<file path="src/rtl/nco_mix_pkg.sv">
package nco_mix_pkg;

  localparam real TWO_PI = 6.283185307179586;

  // Table entry: round(amp * cos/sin(2*pi*k/n)), halves away from zero.
  function automatic int lut_val(input int k, input int n, input int amp, input bit want_sin);
    real ang;
    real v;
    ang = TWO_PI * k / n;
    v   = want_sin ? $sin(ang) : $cos(ang);
    v   = v * amp;
    if (v >= 0.0) return $rtoi(v + 0.5);
    return -$rtoi(0.5 - v);
  endfunction

endpackage

</file>
<file path="src/rtl/nco_phase_acc.sv">
module nco_phase_acc #(
  parameter int PH_W   = 12,
  parameter int LUT_AW = 8
) (
  input  logic              clk,
  input  logic              rst_n,
  input  logic              step,
  input  logic [PH_W-1:0]   ftw,
  output logic [LUT_AW-1:0] lut_addr
);

  logic [PH_W-1:0] phase;

  always_ff @(posedge clk or negedge rst_n) begin
    if (!rst_n)    phase <= '0;
    else if (step) phase <= phase + ftw;
  end

  assign lut_addr = phase[PH_W-1 -: LUT_AW];

  // an idle cycle leaves the phase where it was
  p_phase_hold_r2: assert property (@(posedge clk) disable iff (!rst_n)
    !step |=> $stable(phase));

  // a valid cycle advances by exactly the word it carried
  p_phase_step_r2: assert property (@(posedge clk) disable iff (!rst_n)
    step |=> phase == PH_W'($past(phase) + $past(ftw)));

endmodule

</file>
<file path="src/rtl/nco_sincos_rom.sv">
module nco_sincos_rom #(
  parameter int DATA_W = 16,
  parameter int LUT_AW = 8
) (
  input  logic                     clk,
  input  logic [LUT_AW-1:0]        addr,
  output logic signed [DATA_W-1:0] cos_o,
  output logic signed [DATA_W-1:0] sin_o
);

  localparam int LUT_N = 1 << LUT_AW;
  localparam int AMP   = (1 << (DATA_W-1)) - 1;

  logic signed [DATA_W-1:0] cos_tab [LUT_N];
  logic signed [DATA_W-1:0] sin_tab [LUT_N];

  for (genvar k = 0; k < LUT_N; k++) begin : g_tab
    localparam int CV = nco_mix_pkg::lut_val(k, LUT_N, AMP, 1'b0);
    localparam int SV = nco_mix_pkg::lut_val(k, LUT_N, AMP, 1'b1);
    assign cos_tab[k] = DATA_W'(CV);
    assign sin_tab[k] = DATA_W'(SV);
  end

  always_ff @(posedge clk) begin
    cos_o <= cos_tab[addr];
    sin_o <= sin_tab[addr];
  end

endmodule

</file>
<file path="src/rtl/nco_cmult.sv">
module nco_cmult #(
  parameter int DATA_W = 16
) (
  input  logic                     clk,
  input  logic                     rst_n,
  input  logic                     v1,
  input  logic                     en1,
  input  logic                     cplx1,
  input  logic signed [DATA_W-1:0] i1,
  input  logic signed [DATA_W-1:0] q1,
  input  logic signed [DATA_W-1:0] c1,
  input  logic signed [DATA_W-1:0] s1,
  output logic                     v_out,
  output logic signed [DATA_W-1:0] i_out,
  output logic signed [DATA_W-1:0] q_out
);

  localparam int PROD_W = 2 * DATA_W;
  localparam int ACC_W  = PROD_W + 1;
  localparam logic signed [ACC_W-1:0] RND  = ACC_W'(64'sd1 <<< (DATA_W-2));
  localparam logic signed [ACC_W-1:0] MAXV = ACC_W'((64'sd1 <<< (DATA_W-1)) - 1);
  localparam logic signed [ACC_W-1:0] MINV = ACC_W'(-(64'sd1 <<< (DATA_W-1)));

  // scale back by 2^(DATA_W-1), round half up, clamp to the sample range
  function automatic logic signed [DATA_W-1:0] round_sat(input logic signed [ACC_W-1:0] s);
    logic signed [ACC_W-1:0] r;
    r = (s + RND) >>> (DATA_W-1);
    if (r > MAXV) return MAXV[DATA_W-1:0];
    if (r < MINV) return MINV[DATA_W-1:0];
    return r[DATA_W-1:0];
  endfunction

  logic signed [DATA_W-1:0] q_eff;
  assign q_eff = cplx1 ? q1 : '0;

  logic                     v2, en2;
  logic signed [PROD_W-1:0] p_ic, p_qs, p_qc, p_is;
  logic signed [DATA_W-1:0] byp_i, byp_q;

  always_ff @(posedge clk or negedge rst_n) begin
    if (!rst_n) begin
      v2    <= 1'b0;
      en2   <= 1'b0;
      p_ic  <= '0;
      p_qs  <= '0;
      p_qc  <= '0;
      p_is  <= '0;
      byp_i <= '0;
      byp_q <= '0;
    end else begin
      v2 <= v1;
      if (v1) begin
        en2   <= en1;
        p_ic  <= i1 * c1;
        p_qs  <= q_eff * s1;
        p_qc  <= q_eff * c1;
        p_is  <= i1 * s1;
        byp_i <= i1;
        byp_q <= q1;
      end
    end
  end

  logic signed [ACC_W-1:0] sum_i, sum_q;
  assign sum_i = ACC_W'(p_ic) + ACC_W'(p_qs);
  assign sum_q = ACC_W'(p_qc) - ACC_W'(p_is);

  always_ff @(posedge clk or negedge rst_n) begin
    if (!rst_n) begin
      v_out <= 1'b0;
      i_out <= '0;
      q_out <= '0;
    end else begin
      v_out <= v2;
      if (v2) begin
        i_out <= en2 ? round_sat(sum_i) : byp_i;
        q_out <= en2 ? round_sat(sum_q) : byp_q;
      end
    end
  end

  // outputs hold between samples
  p_out_hold_r8: assert property (@(posedge clk) disable iff (!rst_n)
    !v2 |=> ($stable(i_out) && $stable(q_out)));

endmodule

</file>
<file path="src/rtl/nco_mixer.sv">
module nco_mixer #(
  parameter int DATA_W = 16,
  parameter int PH_W   = 12,
  parameter int LUT_AW = 8
) (
  input  logic                     clk,
  input  logic                     rst_n,
  input  logic                     in_valid,
  input  logic signed [DATA_W-1:0] in_i,
  input  logic signed [DATA_W-1:0] in_q,
  input  logic [PH_W-1:0]          tune_word,
  input  logic                     cplx_mode,
  input  logic                     mix_en,
  output logic                     out_valid,
  output logic signed [DATA_W-1:0] out_i,
  output logic signed [DATA_W-1:0] out_q
);

  logic [LUT_AW-1:0]        lut_addr;
  logic signed [DATA_W-1:0] tone_cos, tone_sin;

  nco_phase_acc #(.PH_W(PH_W), .LUT_AW(LUT_AW)) u_acc (
    .clk      (clk),
    .rst_n    (rst_n),
    .step     (in_valid),
    .ftw      (tune_word),
    .lut_addr (lut_addr)
  );

  nco_sincos_rom #(.DATA_W(DATA_W), .LUT_AW(LUT_AW)) u_rom (
    .clk   (clk),
    .addr  (lut_addr),
    .cos_o (tone_cos),
    .sin_o (tone_sin)
  );

  // stage 1: sample and controls, aligned with the registered table read
  logic                     s1_v, s1_en, s1_cplx;
  logic signed [DATA_W-1:0] s1_i, s1_q;

  always_ff @(posedge clk or negedge rst_n) begin
    if (!rst_n) begin
      s1_v    <= 1'b0;
      s1_en   <= 1'b0;
      s1_cplx <= 1'b0;
      s1_i    <= '0;
      s1_q    <= '0;
    end else begin
      s1_v <= in_valid;
      if (in_valid) begin
        s1_en   <= mix_en;
        s1_cplx <= cplx_mode;
        s1_i    <= in_i;
        s1_q    <= in_q;
      end
    end
  end

  nco_cmult #(.DATA_W(DATA_W)) u_mult (
    .clk   (clk),
    .rst_n (rst_n),
    .v1    (s1_v),
    .en1   (s1_en),
    .cplx1 (s1_cplx),
    .i1    (s1_i),
    .q1    (s1_q),
    .c1    (tone_cos),
    .s1    (tone_sin),
    .v_out (out_valid),
    .i_out (out_i),
    .q_out (out_q)
  );

  // cycles since reset release, so $past never reaches before it
  logic [1:0] warm_cnt;
  logic       warm;
  always_ff @(posedge clk or negedge rst_n) begin
    if (!rst_n)           warm_cnt <= '0;
    else if (!(&warm_cnt)) warm_cnt <= warm_cnt + 2'd1;
  end
  assign warm = &warm_cnt;

  // fixed three-cycle strobe latency
  p_valid_lat_r8: assert property (@(posedge clk) disable iff (!rst_n)
    warm |-> out_valid == $past(in_valid, 3));

  // a bypassed sample emerges unchanged
  p_bypass_r9: assert property (@(posedge clk) disable iff (!rst_n)
    (warm && $past(in_valid, 3) && !$past(mix_en, 3)) |->
      (out_i == $past(in_i, 3) && out_q == $past(in_q, 3)));

endmodule

</file>
<file path="config.mk">
export PLATFORM = sky130hd
export DESIGN_NAME = nco_mixer
export DESIGN_NICKNAME = d
export VERILOG_FILES = /design/src/rtl/nco_mix_pkg.sv /design/src/rtl/nco_phase_acc.sv /design/src/rtl/nco_sincos_rom.sv /design/src/rtl/nco_cmult.sv /design/src/rtl/nco_mixer.sv
export SDC_FILE = /design/constraint.sdc
export NUM_CORES = 2
export LEC_CHECK = 0
export BUFFER_PORTS_ARGS = -buffer_cell sky130_fd_sc_hd__buf_2
export CAP_MARGIN = 20
export CORE_UTILIZATION = 60
export CTS_CLUSTER_DIAMETER = 120
export CTS_CLUSTER_SIZE = 30
export DETAILED_ROUTE_END_ITERATION = 16
export HOLD_SLACK_MARGIN = 0.02
export PLACE_DENSITY = 0.79
export REMOVE_ABC_BUFFERS = 1
export SYNTH_ARGS = -nofsm -noshare
export SYNTH_HDL_FRONTEND = slang
export SYNTH_SLANG_ARGS = --single-unit
</file>
<file path="constraint.sdc">
create_clock -name clk -period 6 [get_ports clk]
set_input_delay 0.6 -clock clk [delete_from_list [all_inputs] [get_ports clk]]
set_output_delay 0.6 -clock clk [all_outputs]
set_load 0.01 [all_outputs]
</file>
==> flow_summary.toml <==
[status]
outcome = "finished with violations"
violations = "negative setup slack"

[routing]
wl_um = 182000
vias_per_cell = 6.02
wire_per_inst_um = 22.7
drt_iter0_drc = 4645
remaining_drc_errors = 0
antenna_left = 0
dr.pass1.iters = 10
vias = 48321

[clock_tree]
cts_made_buffers = 19
ctsHtreeMaxLevel = 1
root_buffer = "clkbuf_16"
clk_path_buf_depth = 3
cts_tree = "yes"
cts.sinks = 274
path_clk_slew_ns = 0.11
clk_latency_ns = 0.61

[hold_path]
hold_depth = 2
hp-class = "primary input to flip-flop"

[placement]
place_hpwl_um = 135000
dp_slack_ns = -0.916
dpl.cell_count = 7870
portBuffers = 81
place_congestion = 1.03

[worst_setup_path]
cp.depth = 24
startpoint_type = "flip-flop"
path_common_cell = "fa_1"
crit_family = "adder cells"
crit_arrival_ns = 7.21
crit_slowest_cell = "fa_1"
crit_chain = "buf_6, buf_6, and2_4, buf_4, nor2_2, fa_1, fa_1, fa_1, fa_1, fa_1, inv_1, fa_1, inv_1, ha_1, and3_4, nand3_2, or4b_4, o211ai_1, nand2_1, a21oi_2, o21a_1, nor2_1, xnor2_1, mux2_2"
end_kind = "flip-flop"
cp.required_ns = 6.51
worst_path_largest_cell_delay_ns = 0.54
reg2reg_depth = 24
path_class = "flip-flop to flip-flop"
worst-path-buf-inv = 5
path_max_fanout = 8

[sta]
post-route-period-util_pct = 112
slew_headroom_pct = 25.0
slew_viol_final = 0
worst_slack_ns = -0.699
worst_pin_slew_ns = 1.13
rsz0062_at_grt = "yes"
period_needed_ns = 6.70
finalHoldViolCount = 0
finalSetupViolations = 52
fin_worst_skew_ns = 0.0449
max_freq_mhz = 149

[global_routing]
grt_usage_pct = 37.9
gr-total-overflow = 0
grt_pass1_vias = 51037
grt_first_pass_wirelength_um = 279000
antenna_found_initial = 8
grt_max_degree = 130

[finish]
layout.nets = 8343
layout_commonest_cell = "inv_1"
layout_common_cells = "inv_1, fa_1, nand2_1"
fillers = 6332
regArea_sq_mm = 0.00673
fin_cells = 8032
multi_input_area_sq_mm = 0.0462
drive_gt1_share_pct = 22.0
utilization_pct = 72.0
area_growth_pct = 18.4

[synthesis]
syn_area_sq_mm = 0.0569
ys_seq_area_share_pct = 11.8
yosysWarnings = 0
synthCells = 6262
synth_cell_type_count = 81
syn_avg_cell_area_sq_um = 9.09
synth-edff-count = 0
ys.flop_type = "dfrtp_1"
synthArstFlopShare_pct = 88.3
ys_seq_elements = 274

[floorplanning]
initial_core_util_pct = 60.8
num_rows = 112
die_area_sq_mm = 0.0962
coreArea_sq_mm = 0.0936
die_w_um = 310
ios = 82
die_h_um = 310

[run]
drv_cap = 0
flip-flops by register name, summed over array words and instances, names as in the netlist, 32 cells and up:
signal,flops
u_mult.p_is,32
u_mult.p_qs,32
u_mult.p_ic,32
u_mult.p_qc,32
synth_stat cells (5+ instances only):
| library cell | instances | area [sq um] |
|---|---|---|
| o311ai_0 | 18 | 158 |
| a211oi_1 | 26 | 195 |
| ha_1 | 483 | 6040 |
| a2111oi_0 | 5 | 43.8 |
| fa_1 | 1049 | 21000 |
| a221oi_2 | 10 | 150 |
| a31oi_1 | 34 | 213 |
| o31ai_1 | 10 | 75.1 |
| xor2_1 | 41 | 359 |
| a221oi_1 | 35 | 307 |
| or3_1 | 8 | 50.1 |
| a21oi_1 | 210 | 1050 |
| nand3_1 | 45 | 225 |
| xnor2_1 | 148 | 1300 |
| o21ai_0 | 214 | 1070 |
| o221ai_1 | 6 | 52.6 |
| nand3b_1 | 7 | 52.6 |
| a21boi_0 | 5 | 37.5 |
| nor2b_1 | 16 | 100 |
| nand2b_1 | 39 | 244 |
| nand4_1 | 11 | 68.8 |
| buf_1 | 26 | 97.6 |
| o211ai_1 | 19 | 143 |
| nor3_1 | 40 | 200 |
| a22oi_1 | 5 | 37.5 |
| o21bai_1 | 28 | 210 |
| mux4_2 | 26 | 586 |
| a311oi_1 | 8 | 70.1 |
| o21a_1 | 17 | 128 |
| nand2_1 | 734 | 2760 |
| mux2i_1 | 13 | 130 |
| o2111ai_1 | 6 | 52.6 |
| inv_1 | 1252 | 4700 |
| and3_1 | 254 | 1590 |
| a21o_1 | 72 | 541 |
| dfxtp_1 | 32 | 641 |
| dfrtp_1 | 242 | 6060 |
| o22ai_1 | 11 | 68.8 |
| clkbuf_1 | 324 | 1220 |
| mux2_2 | 152 | 1710 |
| and2_1 | 237 | 1480 |
| nor2_1 | 266 | 998 |
metal layers:
metal  vias to the layer above  track usage (%)  share of wire [%]
li1                      20608                -                  -
met1                     24269             47.3                 36
met2                      2663             60.5                 46
met3                       773             7.06                9.6
met4                         8             24.8                8.3
met5                         -                0              0.027
repair_timing:
action,4_1_cts,5_1_grt
pin swaps,200,250
cloned,3,0
endpoints found under the setup margin,62,70
endpoints found under the hold margin,55,0
resized for setup,365,318
hold buffers,1,0
setup buffers,84,59
metrics by stage:
| stage | hold slack (ns) | area (sq um) | TNS, ns |
|---|---|---|---|
| 5_1_grt | 0.220 | 67400 | -27.85 |
| 3_5_place_dp | 0.491 | 63000 | -30.14 |
| 4_1_cts | 0.197 | 65800 | -11.92 |
| 3_3_place_gp | 0.488 | 63000 | -24.28 |
| 2_1_floorplan | 0.304 | 55600 | -118.97 |
| 6_report | 0.218 | 67400 | -19.15 |
worst reg2reg max path: stages (launching register included):
cell and delay, ns:
dfrtp_4 0.52, buf_6 0.16, buf_6 0.14, and2_4 0.16
buf_4 0.15, nor2_2 0.15, fa_1 0.45, fa_1 0.46
fa_1 0.54, fa_1 0.45, fa_1 0.50, inv_1 0.05
fa_1 0.47, inv_1 0.04, ha_1 0.29, and3_4 0.20
nand3_2 0.08, or4b_4 0.50, o211ai_1 0.34, nand2_1 0.22
a21oi_2 0.23, o21a_1 0.13, nor2_1 0.04, xnor2_1 0.11
mux2_2 0.26
logic make-up (layout without fill, tap and decap cells):
| family | after synthesis | count (layout) | share of synthesized area (%) |
|---|---|---|---|
| AND/OR/NAND/NOR | 1674 | 1674 | 13.9 |
| other | 0 | 4 | 0 |
| multiplexers | 191 | 191 | 4.26 |
| XOR/XNOR | 189 | 189 | 2.91 |
| flip-flops | 274 | 274 | 11.8 |
| AO/OA/AOI/OAI | 792 | 792 | 9.07 |
| buffers and inverters | 1610 | 2122 | 10.7 |
| adder cells (fa/ha/maj) | 1532 | 1532 | 47.5 |
final cells by class:
| type | instances | area share [%] |
|---|---|---|
| multi-input cells | 4378 | 68.6 |
| repair buffers | 833 | 11.0 |
| flip-flops and latches | 274 | 9.98 |
| inverters | 1256 | 6.99 |
| well taps | 1254 | 2.33 |
| clock buffers | 20 | 0.726 |
| clock inverters | 13 | 0.369 |
| diodes | 4 | 0.0148 |
path summary, 6_finish.rpt:
kind	startpoint	endpoint	slack (ns)
worst max-delay path	s1_cplx	u_mult.p_qs[24]	-0.70
worst min-delay path	in_i[2]	s1_i[2]	0.22
worst max register to register	s1_cplx	u_mult.p_qs[24]	-0.70
min in group asynchronous	rst_n	u_mult.p_is[7]	0.56
max in group asynchronous	rst_n	s1_cplx	4.12
worst min register to register	u_mult.i_out[15]	u_mult.i_out[15]	0.52
Power is not shown: default switching activity piles up to over one toggle a cycle in this logic, so the estimate is an artifact.
